## src/rtl/i2cb_pkg.sv

```systemverilog
package i2cb_pkg;
   typedef enum logic [1:0] {
      SQ_IDLE = 2'd0,
      SQ_RD   = 2'd1,
      SQ_WR   = 2'd2
   } sq_state_e;

   // receive control byte
   localparam int RXC_NAK_BIT      = 7;
   localparam int RXC_CNT_W        = 7;
   // transmit control byte
   localparam int TXC_FLUSH_BIT    = 7;
   localparam int TXC_EN_BIT       = 6;
   localparam int TXC_RSV_W        = 6;
   // status byte
   localparam int FST_RX_EMPTY_BIT = 2;
   localparam int FST_TX_EMPTY_BIT = 4;
   // sticky flags
   localparam int FLG_RDDONE       = 0;
   localparam int FLG_NACK         = 1;
   localparam int FLG_ERR          = 2;
   localparam int FLG_N            = 3;
endpackage

```

## src/rtl/i2cb_fifo.sv

```systemverilog
module i2cb_fifo #(
   parameter int DW    = 8,
   parameter int DEPTH = 64
) (
   input  logic          clk,
   input  logic          rst_n,
   input  logic          flush,
   input  logic          push,
   input  logic [DW-1:0] din,
   input  logic          pop,
   output logic [DW-1:0] dout,
   output logic          empty,
   output logic          full,
   output logic          drop
);
   localparam int AW = (DEPTH > 1) ? $clog2(DEPTH) : 1;
   localparam int CW = $clog2(DEPTH + 1);

   initial begin
      assert (DEPTH >= 2) else $error("i2cb_fifo: DEPTH must be at least 2");
      assert (DW >= 1)    else $error("i2cb_fifo: DW must be positive");
   end

   logic [DW-1:0] mem [DEPTH];
   logic [AW-1:0] wp, rp, wp_nx, rp_nx;
   logic [CW-1:0] cnt;
   logic          do_push, do_pop;

   assign empty   = (cnt == '0);
   assign full    = (cnt == CW'(DEPTH));
   assign do_push = push && !full && !flush;
   assign do_pop  = pop && !empty && !flush;
   assign drop    = push && full && !flush;
   assign dout    = mem[rp];

   generate
      if ((1 << AW) == DEPTH) begin : g_pow2
         assign wp_nx = wp + AW'(1);
         assign rp_nx = rp + AW'(1);
      end else begin : g_wrap
         assign wp_nx = (wp == AW'(DEPTH - 1)) ? '0 : wp + AW'(1);
         assign rp_nx = (rp == AW'(DEPTH - 1)) ? '0 : rp + AW'(1);
      end
   endgenerate

   always_ff @(posedge clk) begin
      if (do_push) mem[wp] <= din;
   end

   always_ff @(posedge clk or negedge rst_n) begin
      if (!rst_n) begin
         wp  <= '0;
         rp  <= '0;
         cnt <= '0;
      end else if (flush) begin
         wp  <= '0;
         rp  <= '0;
         cnt <= '0;
      end else begin
         if (do_push) wp <= wp_nx;
         if (do_pop)  rp <= rp_nx;
         case ({do_push, do_pop})
            2'b10:   cnt <= cnt + CW'(1);
            2'b01:   cnt <= cnt - CW'(1);
            default: cnt <= cnt;
         endcase
      end
   end

   a_r10_cnt_bound: assert property (@(posedge clk) disable iff (!rst_n)
      cnt <= CW'(DEPTH));
   a_r10_full_drop_keeps: assert property (@(posedge clk) disable iff (!rst_n)
      full && push && !pop && !flush |=> full && $stable(rp));
   a_r8_flush_empties: assert property (@(posedge clk) disable iff (!rst_n)
      flush |=> empty);
   a_r3_pop_empty_safe: assert property (@(posedge clk) disable iff (!rst_n)
      empty && pop && !push |=> empty);
endmodule

```

## src/rtl/i2cb_seq.sv

```systemverilog
module i2cb_seq
   import i2cb_pkg::*;
#(
   parameter int DW = 8,
   parameter int CW = 7
) (
   input  logic          clk,
   input  logic          rst_n,
   input  logic          rd_start,
   input  logic [CW-1:0] rd_count,
   input  logic          rd_nak_en,
   input  logic          tx_en,
   input  logic          tx_flush,
   input  logic          tx_empty,
   input  logic [DW-1:0] tx_head,
   output logic          tx_pop,
   output logic          rx_push,
   output logic [DW-1:0] rx_din,
   output logic          rd_fin,
   output logic          nack_ev,
   output logic          eng_req,
   output logic          eng_rd,
   output logic [DW-1:0] eng_wdata,
   output logic          eng_nak_last,
   input  logic          eng_done,
   input  logic [DW-1:0] eng_rdata,
   input  logic          eng_nak
);
   sq_state_e     state;
   logic [CW-1:0] rd_rem;
   logic          nak_q;
   logic [DW-1:0] wbyte;
   logic          halted;
   logic          rd_accept, wr_go, rd_go, done_rd, done_wr;

   assign rd_accept = rd_start && (rd_rem == '0);
   assign rd_go     = (state == SQ_IDLE) && (rd_rem != '0);
   assign wr_go     = (state == SQ_IDLE) && (rd_rem == '0) && tx_en &&
                      !tx_empty && !halted && !tx_flush;
   assign done_rd   = (state == SQ_RD) && eng_done;
   assign done_wr   = (state == SQ_WR) && eng_done;

   assign tx_pop    = wr_go;
   assign rx_push   = done_rd;
   assign rx_din    = eng_rdata;
   assign rd_fin    = (rd_accept && (rd_count == '0)) ||
                      (done_rd && (rd_rem == CW'(1)));
   assign nack_ev   = done_wr && eng_nak;

   assign eng_req      = (state != SQ_IDLE);
   assign eng_rd       = (state == SQ_RD);
   assign eng_wdata    = wbyte;
   assign eng_nak_last = (state == SQ_RD) && nak_q && (rd_rem == CW'(1));

   always_ff @(posedge clk or negedge rst_n) begin
      if (!rst_n) begin
         state  <= SQ_IDLE;
         rd_rem <= '0;
         nak_q  <= 1'b0;
         wbyte  <= '0;
         halted <= 1'b0;
      end else begin
         case (state)
            SQ_IDLE: begin
               if (rd_go)      state <= SQ_RD;
               else if (wr_go) state <= SQ_WR;
            end
            SQ_RD:   if (eng_done) state <= SQ_IDLE;
            SQ_WR:   if (eng_done) state <= SQ_IDLE;
            default: state <= SQ_IDLE;
         endcase

         if (rd_accept) begin
            rd_rem <= rd_count;
            nak_q  <= rd_nak_en;
         end else if (done_rd) begin
            rd_rem <= rd_rem - CW'(1);
         end

         if (wr_go) wbyte <= tx_head;

         if (tx_flush)     halted <= 1'b0;
         else if (nack_ev) halted <= 1'b1;
      end
   end

   a_r11_req_hold: assert property (@(posedge clk) disable iff (!rst_n)
      eng_req && !eng_done |=> eng_req && $stable(eng_rd) && $stable(eng_wdata));
   a_r11_idle_gap: assert property (@(posedge clk) disable iff (!rst_n)
      eng_req && eng_done |=> !eng_req);
   a_r7_halt_blocks_write: assert property (@(posedge clk) disable iff (!rst_n)
      halted && (state == SQ_IDLE) |=> state != SQ_WR);
   a_r2_nak_on_final: assert property (@(posedge clk) disable iff (!rst_n)
      eng_req && eng_rd && eng_nak_last && eng_done |=> rd_rem == '0);
   a_r4_zero_no_bus: assert property (@(posedge clk) disable iff (!rst_n)
      rd_accept && (rd_count == '0) |=> rd_rem == '0);
endmodule

```

## src/rtl/i2cb_flags.sv

```systemverilog
module i2cb_flags #(
   parameter int N = 3
) (
   input  logic         clk,
   input  logic         rst_n,
   input  logic [N-1:0] set,
   input  logic [N-1:0] clr,
   output logic [N-1:0] q
);
   generate
      for (genvar i = 0; i < N; i++) begin : g_bit
         always_ff @(posedge clk or negedge rst_n) begin
            if (!rst_n)      q[i] <= 1'b0;
            else if (set[i]) q[i] <= 1'b1;
            else if (clr[i]) q[i] <= 1'b0;
         end
         a_r10_set_wins: assert property (@(posedge clk) disable iff (!rst_n)
            set[i] |=> q[i]);
      end
   endgenerate
endmodule

```

## src/rtl/i2c_burst_fifo_ctrl.sv

```systemverilog
module i2c_burst_fifo_ctrl
   import i2cb_pkg::*;
#(
   parameter int DW    = 8,
   parameter int DEPTH = 64
) (
   input  logic          clk,
   input  logic          rst_n,
   input  logic          rxc_wr,
   input  logic [7:0]    rxc_data,
   input  logic          txc_wr,
   input  logic [7:0]    txc_data,
   input  logic          tx_push,
   input  logic [DW-1:0] tx_byte,
   input  logic          rx_pop,
   output logic [DW-1:0] rx_byte,
   output logic [7:0]    fifo_stat,
   input  logic [2:0]    flag_clr,
   output logic [2:0]    flags,
   output logic          eng_req,
   output logic          eng_rd,
   output logic [DW-1:0] eng_wdata,
   output logic          eng_nak_last,
   input  logic          eng_done,
   input  logic [DW-1:0] eng_rdata,
   input  logic          eng_nak
);
   localparam int CW = $clog2(DEPTH + 1);

   initial begin
      assert (DEPTH < (1 << RXC_CNT_W))
         else $error("i2c_burst_fifo_ctrl: DEPTH exceeds count field");
   end

   logic [RXC_CNT_W-1:0] cnt_raw;
   logic [CW-1:0]        cnt_clamped;
   logic                 txc_ok, tx_flush, tx_en;
   logic                 tx_empty, tx_full, tx_drop, tx_pop;
   logic [DW-1:0]        tx_head;
   logic                 rx_empty, rx_full, rx_drop, rx_push;
   logic [DW-1:0]        rx_din;
   logic                 rd_fin, nack_ev;
   logic [FLG_N-1:0]     flag_set;

   assign cnt_raw     = rxc_data[RXC_CNT_W-1:0];
   assign cnt_clamped = (cnt_raw > RXC_CNT_W'(DEPTH)) ? CW'(DEPTH) : CW'(cnt_raw);

   assign txc_ok   = txc_wr && (txc_data[TXC_RSV_W-1:0] == '0);
   assign tx_flush = txc_ok && txc_data[TXC_FLUSH_BIT];

   always_ff @(posedge clk or negedge rst_n) begin
      if (!rst_n)      tx_en <= 1'b0;
      else if (txc_ok) tx_en <= txc_data[TXC_EN_BIT];
   end

   i2cb_fifo #(.DW(DW), .DEPTH(DEPTH)) u_txq (
      .clk(clk), .rst_n(rst_n), .flush(tx_flush),
      .push(tx_push), .din(tx_byte), .pop(tx_pop),
      .dout(tx_head), .empty(tx_empty), .full(tx_full), .drop(tx_drop)
   );

   i2cb_fifo #(.DW(DW), .DEPTH(DEPTH)) u_rxq (
      .clk(clk), .rst_n(rst_n), .flush(1'b0),
      .push(rx_push), .din(rx_din), .pop(rx_pop),
      .dout(rx_byte), .empty(rx_empty), .full(rx_full), .drop(rx_drop)
   );

   i2cb_seq #(.DW(DW), .CW(CW)) u_seq (
      .clk(clk), .rst_n(rst_n),
      .rd_start(rxc_wr), .rd_count(cnt_clamped),
      .rd_nak_en(rxc_data[RXC_NAK_BIT]),
      .tx_en(tx_en), .tx_flush(tx_flush), .tx_empty(tx_empty),
      .tx_head(tx_head), .tx_pop(tx_pop),
      .rx_push(rx_push), .rx_din(rx_din),
      .rd_fin(rd_fin), .nack_ev(nack_ev),
      .eng_req(eng_req), .eng_rd(eng_rd), .eng_wdata(eng_wdata),
      .eng_nak_last(eng_nak_last), .eng_done(eng_done),
      .eng_rdata(eng_rdata), .eng_nak(eng_nak)
   );

   always_comb begin
      flag_set             = '0;
      flag_set[FLG_RDDONE] = rd_fin;
      flag_set[FLG_NACK]   = nack_ev;
      flag_set[FLG_ERR]    = tx_drop || rx_drop;
   end

   i2cb_flags #(.N(FLG_N)) u_flags (
      .clk(clk), .rst_n(rst_n), .set(flag_set), .clr(flag_clr), .q(flags)
   );

   always_comb begin
      fifo_stat                   = '0;
      fifo_stat[FST_RX_EMPTY_BIT] = rx_empty;
      fifo_stat[FST_TX_EMPTY_BIT] = tx_empty;
   end

   a_r10_tx_full_is_err: assert property (@(posedge clk) disable iff (!rst_n)
      tx_push && tx_full && !tx_flush |=> flags[FLG_ERR]);
   a_r3_done_has_data: assert property (@(posedge clk) disable iff (!rst_n)
      rx_push && rd_fin && !rx_full |=> !rx_empty);
   a_r6_disabled_no_write: assert property (@(posedge clk) disable iff (!rst_n)
      !tx_en && !eng_req |=> !(eng_req && !eng_rd));
endmodule

```

## config.mk

```make
export PLATFORM = sky130hd
export DESIGN_NAME = i2c_burst_fifo_ctrl
export DESIGN_NICKNAME = d
export VERILOG_FILES = /design/src/rtl/i2cb_pkg.sv /design/src/rtl/i2cb_fifo.sv /design/src/rtl/i2cb_seq.sv /design/src/rtl/i2cb_flags.sv /design/src/rtl/i2c_burst_fifo_ctrl.sv
export SDC_FILE = /design/constraint.sdc
export NUM_CORES = 1
export LEC_CHECK = 0
export BUFFER_PORTS_ARGS = -buffer_cell sky130_fd_sc_hd__buf_2
export CAP_MARGIN = 0
export CORE_MARGIN = 2
export CORE_UTILIZATION = 25
export CTS_BUF_LIST = sky130_fd_sc_hd__clkbuf_16
export DETAILED_ROUTE_END_ITERATION = 7
export GPL_TIMING_DRIVEN = 0
export PLACE_DENSITY = 0.36
export SLEW_MARGIN = 15
export SYNTH_ARGS = -nofsm -noshare
export SYNTH_HDL_FRONTEND = slang
export SYNTH_SLANG_ARGS = --single-unit
export TNS_END_PERCENT = 10
```

## constraint.sdc

```tcl
create_clock -name clk -period 8 [get_ports clk]
set_clock_uncertainty 0.1 [all_clocks]
set_input_delay 1.2 -clock clk [delete_from_list [all_inputs] [get_ports clk]]
set_output_delay 1.2 -clock clk [all_outputs]
set_load 0.005 [all_outputs]
```

Word-level counts from Yosys, hierarchy flattened:

Memory sizes are Yosys's and may differ from the RTL's. A register that Yosys moved wholly into a read port is not among the register bits.
Index checks and enable logic that the tools add are counted.
W data, S select, Z words.

* register bits after elaboration: 53
* bits in writable memories: 1024
* input port bits: 43
* logic and storage cells: 116
* memories: 2

Memory list
* u_rxq.mem: depth 64, bits a word 8, read ports 1, clocked after memory_dff 0, wr ports 1, line i2cb_fifo.sv:24 `logic [DW-1:0] mem [DEPTH];`
* u_txq.mem: depth 64, bits a word 8, read ports 1, clocked after memory_dff 1, wr ports 1, line i2cb_fifo.sv:24

* add/sub/neg operators: 9
* order comparisons: 1
* equality and inequality tests: 11
* muxes and demuxes: 26
* reduce and logical (&&, ||, !) cells: 53

Operators by type and width (number)
* $logic_not A7 Y1: 4
* $mux W7: 4
* $pmux W7 S2: 2
* $logic_and A1 B1 Y1: 25
* $add A6 B1 Y6 const B: 4
* $mux W6: 4
* $sub A7 B1 Y7 const B: 3
* $reduce_bool A2 Y1: 9
* $add A7 B1 Y7 const B: 2
* $eq A7 B7 Y1 const B: 2
* $mux W1: 12
* $eq A7 B1 Y1 const B: 1
* $gt A7 B7 Y1 const B: 1
* $logic_not A1 Y1: 7
* $reduce_bool A7 Y1: 1
* $eq A2 B1 Y1 const B: 3
* $eq A2 B2 Y1 const B: 3
* $logic_not A6 Y1: 1
* $mux W2: 3
* $pmux W2 S2: 1
* $ne A3 B2 Y1 const B: 1
* $reduce_bool A3 Y1: 1
* $logic_not A2 Y1: 1
* $logic_or A1 B1 Y1: 2
* other kinds (3): 3

Longest topological paths before layout:

Gate-level depths: netlist of the first run.

* depth after elaboration: 11
* depth in mapped cells: 14

Modules after synthesis:

A second synthesis of the first run with hierarchy kept.

* cells, all modules: 2199
* area, all modules: 43297.8 µm²

Modules (own cells, without submodules)
* i2cb_fifo: times used 2, cells each 1032, area an instance 20937.6 µm²
* i2cb_seq: times used 1, cells each 103, area an instance 1119.8 µm²
* i2c_burst_fifo_ctrl: times used 1, cells each 23, area an instance 193.9 µm²
* i2cb_flags: times used 1, cells each 9, area an instance 108.9 µm²

Least setup slack after synthesis of the first run:

OpenSTA, ideal clock, no wires.

* path type: input-to-reg
* start: input port txc_data[2]
* end: register u_txq.cnt[6]
* library setup time: 132 ps
* data arrival time: 3640 ps
* data required time: 7768 ps
* path slack: 4128 ps
* stages: 12
* path buffers: 1
* cells stage by stage: nor4b_1 > nand3_1 > nand3_1 > buf_2 > nor2_1 > fa_1 > a21o_1 > a21oi_1 > o21ai_0 > mux2i_1 > xnor2_1 > nor2_1

* cells in the longest elaborated chain, start to end: 10

Ends and longest elaborated chain
* start, declared: line i2c_burst_fifo_ctrl.sv:12 `input logic [7:0] txc_data,`
* $logic_not A6 Y1 *: line i2c_burst_fifo_ctrl.sv:48 `assign txc_ok = txc_wr && (txc_data[TXC_RSV_W-1:0] == '0);`
* $logic_and A1 B1 Y1 *: line i2c_burst_fifo_ctrl.sv:48
* $logic_and A1 B1 Y1 *: line i2c_burst_fifo_ctrl.sv:49 `assign tx_flush = txc_ok && txc_data[TXC_FLUSH_BIT];`
* $logic_not A1 Y1: line i2cb_fifo.sv:31, i2cb_fifo.sv:32, i2cb_seq.sv:39
* $logic_and A1 B1 Y1: line i2cb_seq.sv:39 `!tx_empty && !halted && !tx_flush;`
* $logic_and A1 B1 Y1 (2 in series): line i2cb_fifo.sv:32 `assign do_pop = pop && !empty && !flush;`
* $eq A2 B1 Y1 / $eq A2 B2 Y1 (equally long branches): line i2cb_fifo.sv:62 `case ({do_push, do_pop})`
* $pmux W7 S2: line i2cb_fifo.sv:62
* $mux W7: line i2cb_fifo.sv:55 `end else if (flush) begin`
* end signal, assigned: line i2cb_fifo.sv:63 `2'b10: cnt <= cnt + CW'(1);`
* end signal, assigned: line i2cb_fifo.sv:64 `2'b01: cnt <= cnt - CW'(1);`
* end signal, assigned: line i2cb_fifo.sv:65 `default: cnt <= cnt;`
* end, declared: line i2cb_fifo.sv:26 `logic [CW-1:0] cnt;`

Every way passes the cells marked *; elsewhere a longest branch is shown, timed or not.
A chain may end at the register's enable or synchronous reset.

Worst setup path after layout of the first run:

* start: register u_rxq.rp[1]
* end: output port rx_byte[5]

* cells in the longest elaborated chain, start to end: 1

Ends and longest elaborated chain
* start, declared: line i2cb_fifo.sv:25 `logic [AW-1:0] wp, rp, wp_nx, rp_nx;`
* start signal, assigned: line i2cb_fifo.sv:61 `if (do_pop) rp <= rp_nx;`
* $mem_v2 Z64 W8
* end, declared: line i2c_burst_fifo_ctrl.sv:16 `output logic [DW-1:0] rx_byte,`

No other way between the ends.

==> impl_summary.txt, run 1 <==
----------------------------------------------------
[Global route]
  Number of antenna violations at the first check in global routing ... 2
  Maximum number of pins on one net before global-route repair ... 65
  First-pass GRT wire length ... 178800 um
  Grt total ovfl ... 0
  GRT met1 Usage ... 0.2007
  GR Util met3 ... 0.02440
  Met2 global-route usage ... 0.2404
  Combined global-route utilization of all metal layers ... 0.1462
  Vias in the first global route ... 22900
  Busiest layer in global routing ... met2

[STA]
  Final-report max-slew violation count ... 0
  Final critical path time including I/O delays and setup ... 5.997 ns
  Final-layout worst hold slack ... 0.2576 ns
  Max Fclk ... 166.7 MHz
  Transition time at the pin with the least slew margin ... 1.175 ns
  Setup-violating endpoint count in the final report ... 0
  Final count of hold timing violations ... 0
  Setup repair after global routing missed its margin ... false
  Share of the clock period used by the worst path after layout ... 0.7497
  Final TNS setup ... 0 ns
  Normalized max-slew margin ... 0.2169

[Detailed routing]
  DRC viols ... 0
  Routed len/inst ... 26.71 um
  First-pass iteration count of the detailed router ... 5
  Count of antenna-violating nets left after detailed routing ... 0
  Routed vias/inst ... 4.549
  Via count ... 21780
  Violation count after the first detailed-routing iteration ... 1723
  Final Routed Wirelength ... 127900 um

[Die]
  Number of rows in the core area ... 152
  Starting Density ... 0.2513
  Number of placed I/O pins ... 73
  Die span in x ... 419.0 um
  Area of the die ... 0.1756 mm^2
  Die Ht ... 419.0 um
  Area of the placeable core ... 0.1714 mm^2

[Worst setup path]
  Endpoint arrival time on the critical path ... 4.70 ns
  Crit path capture type ... output pin
  Worst Path Buf+Inv ... 3
  Number of cells on the critical path ... 7
  Worst path max stage delay ... 0.93 ns
  Most used cell, CP ... mux4_2
  Delay-heaviest family, CP ... buffers and inverters
  Critical-path cell list ... buf_1, clkbuf_1, mux4_2, mux4_2, a22oi_1, nand2_1, buf_2
  Reg2reg start ... u_seq.rd_rem[2]
  Worst Path Required ... 6.70 ns
  Critical Path Source Type ... flip-flop
  Startpoint of the most critical setup path ... u_rxq.rp[1]
  Critical path start-end classification ... reg -> out
  Cells on worst reg2reg path ... 12
  Max stage delay cell, worst path ... clkbuf_1
  Maximum net fanout on the critical path ... 10

[Synth]
  Synthesized cell area ... 0.04307 mm^2
  Share of synthesized area spent on multiplexers ... 0.1553
  FF+latch count, synth ... 1085
  Total number of yosys warnings ... 0
  Number of distinct library cells after synthesis ... 58
  Simple-gate area share of the yosys netlist ... 0.03890
  Leading area contributor after synthesis ... edfxtp_1
  Synth top cells by count ... edfxtp_1 (1024), mux4_2 (258), nor2_1 (176)
  Leading post-synthesis cells by cell area ... edfxtp_1 (71%), mux4_2 (13%), dfrtp_1 (3.5%)
  Synthesized netlist cell count ... 2165
  Mapped Avg Cell Area ... 19.89 um^2
  Flip-flop cell with the highest count after synthesis ... edfxtp_1
  Most common cell in the netlist ... edfxtp_1
  Share of the synthesized area in the top cell type ... 0.7140
  Dominant combinational cell family by area after synthesis ... multiplexers
  Fraction of the yosys area taken by sequential cells ... 0.7495
  Proportion of synthesized flip-flops having asynchronous set or reset ... 0.05622
  Synthesized-area fraction occupied by adder cells ... 0.007031
  Number of enable flip-flop cells after synthesis ... 1024
  Post-Synth XOR/XNOR Area ... 0.006915
  Area fraction in compound gates after synthesis ... 0.02533

[Clocking]
  Number of buffers created by CTS ... 130
  Post-cts repair resize count ... 0
  Maximum level of the CTS H-tree ... 4
  Post CTS Setup Buffer Count ... 0
  Post-CTS clock slew at the launch and capture registers of the worst setup and hold paths ... 0.06 ns
  TritonCTS clock tree ... done
  Clock tree root buffer cell ... clkbuf_16
  Number of buffers inserted by hold repair at cts ... 0
  Total number of clock tree sinks ... 1085
  Maximum buffer depth of the clock tree ... 3
  Clock network latency to the later pin of the worst-skew pair ... 0.78 ns

[Worst hold path]
  Worst hold path type ... in -> async

[Cells and area]
  Footprint of the flip-flops and latches ... 0.03228 mm^2
  Final Non-Filler Cells ... 4787
  Layout net count ... 2437
  Total of fill cells in the finished design ... 16780
  Layout Cell Area excl Fill ... 0.05067 mm^2
  Total area of multi-input combinational cells ... 0.01008 mm^2
  Area added between synthesis and finish ... 17.65%
  Fraction of layout cells with a size suffix above 1 ... 0.2389

[Flow run]
  Count of max-cap constraint violations ... 0

[Placement]
  Area after detailed placement ... 0.04641 mm^2
  Gp weighted congestion ... 0.8127
  Placed instance count ... 4549
  Total of buffers placed on input and output ports ... 66
  Placed wire-length estimate after detailed placement ... 82480 um

[Power and ir drop]
  Pwr dens ... 324.4 mW/mm^2
  Static power due to leakage ... 16.47 nW
  Total design power ... 16.44 mW
  Worst VDD drop ... 0.2346 mV

[Outcome]
  Outcome ... complete, no violations

----------------------------------------------------
logic make-up after synthesis:
group	after synthesis
AOI/OAI and AO/OA	165
xor gates and xnor gates	34
adders and majority gates	23
buffers and inverters	143
DFF	1085
muxes	345
other	1
and+or+nand+nor	369
layout by cell type (no fill, tap or decap), types with 34 or more instances in the layout:
| master | instances |
|---|---|
| clkbuf_16 | 131 |
| mux2i_1 | 81 |
| edfxtp_1 | 1024 |
| buf_2 | 74 |
| a21oi_1 | 34 |
| mux4_2 | 258 |
| clkbuf_1 | 35 |
| nor2_1 | 176 |
| inv_1 | 54 |
| dfrtp_1 | 61 |
| a22oi_1 | 46 |
| nand2_1 | 76 |
| buf_4 | 42 |
cell type report:
class	instances	area share
repair buffers	69	0.008643
clock buffers	131	0.06470
diodes	3	0.0001482
clock inverters	104	0.01897
well taps	2310	0.05704
plain buffers	120	0.01287
flip-flops and latches	1085	0.6370
inverters	23	0.001704
multi-input cells	942	0.1989
per-stage QoR:
step	utilization	worst slack, ns
2_1_floorplan	-	4.128
4_1_cts	0.2956	1.936
6_report	0.2957	2.003
3_3_place_gp	0.2702	2.730
5_1_grt	0.2956	1.967
3_5_place_dp	0.2708	2.808
where the power goes:
part | total, mW | internal, mW | switching (mW)
logic | 3.99 | 1.57 | 2.42
registers | 6.58 | 6.46 | 0.118
clock network | 5.87 | 3.43 | 2.44
state kept, by name, indices dropped and copies added, names as in the netlist:
register and cells:
u_rxq.wp 6, u_txq.wp 6, u_txq.cnt 7, u_seq.nak_q 1, tx_en 1, u_txq.mem 512, u_seq.eng_wdata 8, u_rxq.mem 512
u_seq.halted 1, u_seq.rd_rem 7, u_txq.rp 6, u_flags.q 3, u_rxq.cnt 7, u_seq.state 2, u_rxq.rp 6
path summary, 6_finish.rpt:
kind / end / slack (ns)
worst max register to register: u_txq.cnt[6] / 3.72
worst min-delay path: u_txq.cnt[5] / 0.26
worst min register to register: u_rxq.cnt[6] / 0.40
min in group clk: u_rxq.cnt[6] / 0.40
max in group asynchronous: u_rxq.wp[3] / 6.97
worst max-delay path: rx_byte[5] / 2.00
metal layers:
metal  up-vias  part of all wire
met4         0             0.017
met1     11880              0.46
met3       138             0.039
met2       513              0.49
li1       9245                 -
met5         -                 0
No activity file was read; power rests on OpenSTA's default activity.
==> inputs of run 2 (changes only) <==
--- a/config.mk
+++ b/config.mk
@@ -5,6 +5,7 @@
 export SDC_FILE = /design/constraint.sdc
 export NUM_CORES = 1
 export LEC_CHECK = 0
+export ABC_AREA = 1
 export BUFFER_PORTS_ARGS = -buffer_cell sky130_fd_sc_hd__buf_2
 export CAP_MARGIN = 0
 export CORE_MARGIN = 2
==> constraint.sdc (replaced) <==
create_clock -name clk -period 6 [get_ports clk]
set_clock_uncertainty 0.1 [all_clocks]
set_input_delay 0.9 -clock clk [delete_from_list [all_inputs] [get_ports clk]]
set_output_delay 0.9 -clock clk [all_outputs]
set_load 0.005 [all_outputs]
==> impl_summary.txt, run 2 <==
----------------------------------------------------
[Worst setup path]
  Endpoint of the worst-slack reg-to-reg timing path ... u_rxq.mem[37][6]
  Endpoint arrival time on the critical path ... 4.43 ns
  Worst Path Required ... 5.00 ns
  Worst setup path end ... rx_byte[7]
  Reg2reg start ... u_seq.state[1]
  Startpoint of the most critical setup path ... u_rxq.rp[0]
  Worst Path Buf+Inv ... 4
  Maximum net fanout on the critical path ... 10
  Number of cells on the critical path ... 10
  Cells on worst reg2reg path ... 9
  Delay-heaviest family, CP ... buffers and inverters
  Critical-path cell list ... inv_2, buf_2, clkbuf_1, nor2_1, o211ai_1, nand3_1, nand3_1, nand3_1, nand2_1, buf_2
  Crit path capture type ... output pin
  Worst path max stage delay ... 0.80 ns
  Critical Path Source Type ... flip-flop
  Most used cell, CP ... nand3_1
  Max stage delay cell, worst path ... clkbuf_1
  Setup slack on the worst flop-to-flop path ... 1.67 ns
  Critical path start-end classification ... reg -> out

[Cells and area]
  Total area of multi-input combinational cells ... 0.01125 mm^2
  Total of fill cells in the finished design ... 18350
  Commonest cells after routing, fill and taps aside ... edfxtp_1 (1024), nand2_1 (944), nor2_1 (470), nand3_1 (410), o21ai_0 (252)
  Area added between synthesis and finish ... 17.25%
  Footprint of the flip-flops and latches ... 0.03228 mm^2
  Most frequent standard cell in the layout excluding fill and tap cells ... edfxtp_1
  Fraction of layout cells with a size suffix above 1 ... 0.09619
  Layout net count ... 4134
  Final Non-Filler Cells ... 6526

[Global route]
  Maximum number of pins on one net before global-route repair ... 59
  Grt total ovfl ... 0
  Vias in the first global route ... 29240
  First-pass GRT wire length ... 240600 um
  Number of antenna violations at the first check in global routing ... 6
  Combined global-route utilization of all metal layers ... 0.1864

[STA]
  Final-report max-slew violation count ... 0
  Max Fclk ... 184.2 MHz
  Transition time at the pin with the least slew margin ... 1.279 ns
  Final count of hold timing violations ... 0
  Share of the clock period used by the worst path after layout ... 0.9049
  Setup-violating endpoint count in the final report ... 0
  Setup repair after global routing missed its margin ... false
  Normalized max-slew margin ... 0.1471
  Final critical path time including I/O delays and setup ... 5.429 ns
  Final TNS setup ... 0 ns

[Placement]
  Total of buffers placed on input and output ports ... 66
  Gp weighted congestion ... 0.9601
  Placed instance count ... 6299
  Placed wire-length estimate after detailed placement ... 121200 um

[Synth]
  Mapped Avg Cell Area ... 11.66 um^2
  Synthesized netlist cell count ... 3856
  Share of the synthesized area in the top cell type ... 0.6837
  Number of enable flip-flop cells after synthesis ... 1024
  Leading area contributor after synthesis ... edfxtp_1
  Flip-flop cell with the highest count after synthesis ... edfxtp_1
  Synthesized cell area ... 0.04498 mm^2
  FF+latch count, synth ... 1085
  Synth top cells by count ... edfxtp_1 (1024), nand2_1 (944), nor2_1 (476)
  Proportion of synthesized flip-flops having asynchronous set or reset ... 0.05622
  Most common cell in the netlist ... edfxtp_1
  Number of distinct library cells after synthesis ... 50
  Leading post-synthesis cells by cell area ... edfxtp_1 (68%), nand2_1 (7.9%), nand3_1 (4.6%)
  Fraction of the yosys area taken by sequential cells ... 0.7176
  Total number of yosys warnings ... 0

[Clocking]
  Post-CTS clock slew at the launch and capture registers of the worst setup and hold paths ... 0.07 ns
  Total number of clock tree sinks ... 1085
  TritonCTS clock tree ... done
  Clock tree root buffer cell ... clkbuf_16
  Maximum level of the CTS H-tree ... 3
  Number of buffers created by CTS ... 121
  Maximum buffer depth of the clock tree ... 3
  Post-cts repair resize count ... 0
  Clock network latency to the later pin of the worst-skew pair ... 0.75 ns

[Detailed routing]
  DRC viols ... 0
  Routed vias/inst ... 4.635
  Final Routed Wirelength ... 174300 um
  Wire length on met3 ... 7356 um
  First-pass iteration count of the detailed router ... 6
  Routed len/inst ... 26.71 um
  Top layer used by detailed routing ... met4
  Count of antenna-violating nets left after detailed routing ... 0
  Met1 wire length ... 76670 um
  Via count ... 30250
  Violation count after the first detailed-routing iteration ... 2744
  Wire length on met2 ... 84270 um

[Power and ir drop]
  Total design power ... 22.94 mW
  Static power due to leakage ... 18.51 nW
  Worst VDD drop ... 0.2569 mV
  Pwr dens ... 435.0 mW/mm^2

[Die]
  Area of the placeable core ... 0.1786 mm^2
  Area of the die ... 0.1833 mm^2
  Die span in x ... 428.2 um
  Number of placed I/O pins ... 73
  Number of rows in the core area ... 155
  Starting Density ... 0.2518
  Die Ht ... 428.2 um

[Worst hold path]
  Worst hold path type ... in -> reg

[Flow run]
  Count of max-cap constraint violations ... 0

[Outcome]
  Outcome ... complete, no violations

----------------------------------------------------
==> run 2: changes by cell type after synthesis, sizes merged, moves of 54 or more <==
cell | previous run | this run
o211ai | 2 | 67
a21oi | 35 | 98
nand2 | 76 | 948
nand3 | 21 | 413
mux4 | 258 | 0
nor2 | 176 | 482
mux2i | 81 | 0
inv | 23 | 100
o21ai | 23 | 297
buf | 81 | 135
==> run 2: kinds of logic after synthesis <==
family | count (synthesis) | share of synthesized area
compound gates | 508 | 0.06204
xor+xnor | 18 | 0.003505
fa+ha+maj | 23 | 0.006732
buf+inv | 325 | 0.03308
flops | 1085 | 0.7176
other cells | 1 | 0.00008338
simple gates | 1896 | 0.1770
==> run 2: repair_timing <==
action / 4_1_cts / 5_1_grt
buffers inserted: 0 / 0
hold endpoints to repair: 5 / 0
hold buffers: 1 / 0
==> run 2: worst min path at each step <==
stage	from	to	slack, ns	depth (start not counted)
4_1_cts	flag_clr[1]	u_flags.q[1]	0.17	2
5_1_grt	flag_clr[1]	u_flags.q[1]	0.21	2
2_1_floorplan	u_seq.nak_q	u_seq.nak_q	0.35	2
6_report	flag_clr[1]	u_flags.q[1]	0.23	2
3_5_place_dp	u_seq.nak_q	u_seq.nak_q	0.38	2
3_3_place_gp	u_seq.nak_q	u_seq.nak_q	0.36	2
==> run 2: per-stage QoR <==
step	hold slack, ns	setup WS [ns]	area, um^2	utilization
finish	0.2302	0.5707	52740	0.2952
global route	0.2145	0.5802	52730	0.2952
CTS	0.1681	0.4726	52730	0.2952
detailed placement	0.3801	1.305	48740	0.2729
global placement	0.3649	1.274	48270	0.2703
floorplan	0.3492	3.189	45000	-
==> run 2: layout make-up <==
type	count	share of cell area
Antenna cell	2	0.00009490
Buffer	219	0.02059
Clock buffer	125	0.05931
Clock inverter	99	0.01620
Inverter	106	0.007616
Multi-Input combinational cell	2451	0.2133
Sequential cell	1085	0.6120
Tap cell	2355	0.05587
Timing Repair Buffer	84	0.01499
==> run 2: per-layer routing <==
layer / GRT usage / vias up
met2: 0.3153 / 824
met4: 0.06075 / 0
met3: 0.02274 / 226
met5: 0 / -
li1: - / 14040
met1: 0.2472 / 15160
==> run 2: power by group <==
part           internal, mW  switching, mW  total (mW)
registers              8.59          0.192        8.78
logic                  1.50           5.06        6.56
clock network          4.42           3.18        7.60
==> inputs of run 3 (changes only) <==
--- a/config.mk
+++ b/config.mk
@@ -5,15 +5,16 @@
 export SDC_FILE = /design/constraint.sdc
 export NUM_CORES = 1
 export LEC_CHECK = 0
-export ABC_AREA = 1
 export BUFFER_PORTS_ARGS = -buffer_cell sky130_fd_sc_hd__buf_2
 export CAP_MARGIN = 0
+export CELL_PAD_IN_SITES_DETAIL_PLACEMENT = 1
+export CELL_PAD_IN_SITES_GLOBAL_PLACEMENT = 2
 export CORE_MARGIN = 2
 export CORE_UTILIZATION = 25
 export CTS_BUF_LIST = sky130_fd_sc_hd__clkbuf_16
 export DETAILED_ROUTE_END_ITERATION = 7
 export GPL_TIMING_DRIVEN = 0
-export PLACE_DENSITY = 0.36
+export PLACE_DENSITY = 0.43
 export SLEW_MARGIN = 15
 export SYNTH_ARGS = -nofsm -noshare
 export SYNTH_HDL_FRONTEND = slang
==> impl_summary.txt, run 3 (synthesis results as in run 1) <==
----------------------------------------------------
[Power and ir drop]
  Static power due to leakage ... 16.50 nW
  Cell internal power dissipation ... 15.38 mW
  Switching share of power ... 0.3001
  Net Switching ... 6.595 mW
  Total design power ... 21.98 mW
  Combinational cell fraction of total power ... 0.242
  Sequential fraction of design power ... 0.399
  Worst VDD drop ... 0.3338 mV
  Part of the total power dissipated in the clock network ... 0.358
  Pwr dens ... 433.7 mW/mm^2

[Placement]
  Gp weighted congestion ... 0.7321
  Area after detailed placement ... 0.04638 mm^2
  Total of buffers placed on input and output ports ... 66
  Placed instance count ... 4548
  Placed wire-length estimate after detailed placement ... 86800 um
  Pre-CTS worst setup slack ... 0.8327 ns

[Detailed routing]
  Routed len/inst ... 27.71 um
  Count of antenna-violating nets left after detailed routing ... 0
  Via count ... 21620
  Final Routed Wirelength ... 132700 um
  Violation count after the first detailed-routing iteration ... 1640
  DRC viols ... 0
  Routed vias/inst ... 4.517
  First-pass iteration count of the detailed router ... 5

[Clocking]
  TritonCTS clock tree ... done
  Clock tree root buffer cell ... clkbuf_16
  Number of buffers inserted by hold repair at cts ... 1
  Post-CTS clock slew at the launch and capture registers of the worst setup and hold paths ... 0.06 ns
  Total number of clock tree sinks ... 1085
  Clock network latency to the later pin of the worst-skew pair ... 0.76 ns
  Post-cts repair resize count ... 0
  Maximum level of the CTS H-tree ... 4
  Number of buffers created by CTS ... 131
  Maximum buffer depth of the clock tree ... 3
  Post CTS Setup Buffer Count ... 0

[Worst hold path]
  Worst hold path type ... in -> reg

[STA]
  Normalized max-slew margin ... 0.1903
  Setup-violating endpoint count in the final report ... 0
  Final-report max-slew violation count ... 0
  Final count of hold timing violations ... 0
  Final-layout worst hold slack ... 0.2323 ns
  Setup repair after global routing missed its margin ... false
  Share of the clock period used by the worst path after layout ... 0.9408
  Transition time at the pin with the least slew margin ... 1.214 ns
  Final Worst Setup Slack ... 0.3553 ns
  Final critical path time including I/O delays and setup ... 5.645 ns
  Final TNS setup ... 0 ns
  Max Fclk ... 177.2 MHz

[Worst setup path]
  Setup slack on the worst flop-to-flop path ... 1.31 ns
  Delay-heaviest family, CP ... buffers and inverters
  Most used cell, CP ... mux4_2
  Critical-path cell list ... clkbuf_1, buf_1, mux4_2, mux4_2, a22oi_1, nand2_1, buf_2
  Critical path start-end classification ... reg -> out
  Max stage delay cell, worst path ... buf_1
  Endpoint arrival time on the critical path ... 4.64 ns
  Maximum net fanout on the critical path ... 10
  Worst path max stage delay ... 0.77 ns
  Worst Path Buf+Inv ... 3
  Crit path capture type ... output pin
  Worst Path Required ... 5.00 ns
  Critical Path Source Type ... flip-flop

[Outcome]
  Outcome ... complete, no violations

[Die]
  Number of rows in the core area ... 152
  Die span in x ... 419.0 um
  Die Ht ... 419.0 um
  Number of placed I/O pins ... 73
  Area of the placeable core ... 0.1714 mm^2
  Area of the die ... 0.1756 mm^2
  Starting Density ... 0.2513

[Cells and area]
  Layout Cell Area excl Fill ... 0.05068 mm^2
  Area added between synthesis and finish ... 17.67%
  Final Util ... 0.2957
  Final Non-Filler Cells ... 4787
  Commonest cells after routing, fill and taps aside ... edfxtp_1 (1024), mux4_2 (258), nor2_1 (174), clkbuf_16 (135), mux2i_1 (81)
  Layout net count ... 2438
  Most frequent standard cell in the layout excluding fill and tap cells ... edfxtp_1
  Fraction of layout cells with a size suffix above 1 ... 0.2396

[Global route]
  Maximum number of pins on one net before global-route repair ... 65
  Grt total ovfl ... 0
  First-pass GRT wire length ... 188100 um
  Vias in the first global route ... 23840
  Number of antenna violations at the first check in global routing ... 1
  Combined global-route utilization of all metal layers ... 0.1537

[Flow run]
  Count of max-cap constraint violations ... 0

----------------------------------------------------
==> run 3: changes by cell type in the layout (fill, tap and decap cells not counted), sizes merged, moves of 63 or more <==
| cell | change |
|---|---|
| nand2 | -872 |
| nand3 | -392 |
| nor2 | -306 |
| o21ai | -274 |
| mux4 | +258 |
| mux2i | +81 |
| buf | -69 |
| inv | -65 |
| o211ai | -65 |
| a21oi | -63 |
==> run 3: worst paths after layout <==
check | endpoint | depth (start not counted) | from
worst min register to register | u_rxq.cnt[6] | 1 | u_rxq.cnt[6]
worst max-delay path | rx_byte[3] | 7 | u_rxq.rp[1]
worst min-delay path | u_flags.q[1] | 2 | flag_clr[1]
min in group asynchronous | u_seq.eng_wdata[6] | 2 | rst_n
max in group asynchronous | u_rxq.wp[4] | 3 | rst_n
worst max register to register | u_txq.cnt[6] | 12 | u_txq.cnt[1]
==> run 3: power by group through the flow <==
stage | clock network [mW] | registers, mW | logic [mW]
after detailed placement | 0 | 8.94 | 5.51
after global placement | 0 | 8.92 | 5.46
final | 7.88 | 8.77 | 5.33
after global routing | 8.41 | 8.81 | 5.74
after CTS | 8.14 | 8.78 | 5.52
after floorplan | 0 | 8.87 | 3.23
==> run 3: metal layers <==
| layer | global-route usage | share of wire | vias up |
|---|---|---|---|
| met4 | 0.04253 | 0.022 | 0 |
| met5 | 0 | 0 | - |
| met3 | 0.02417 | 0.031 | 166 |
| li1 | - | - | 9258 |
| met2 | 0.2572 | 0.50 | 358 |
| met1 | 0.2063 | 0.45 | 11840 |
==> run 3: layout make-up <==
type / count / area [um^2]
multi-input cells: 942 / 10090
repair buffers: 69 / 427.9
clock inverters: 101 / 872.1
clock buffers: 135 / 3378
flip-flops and latches: 1085 / 32280
plain buffers: 120 / 650.6
well taps: 2310 / 2890
diodes: 2 / 5.005
inverters: 23 / 86.33
fillers: 17410 / 120700
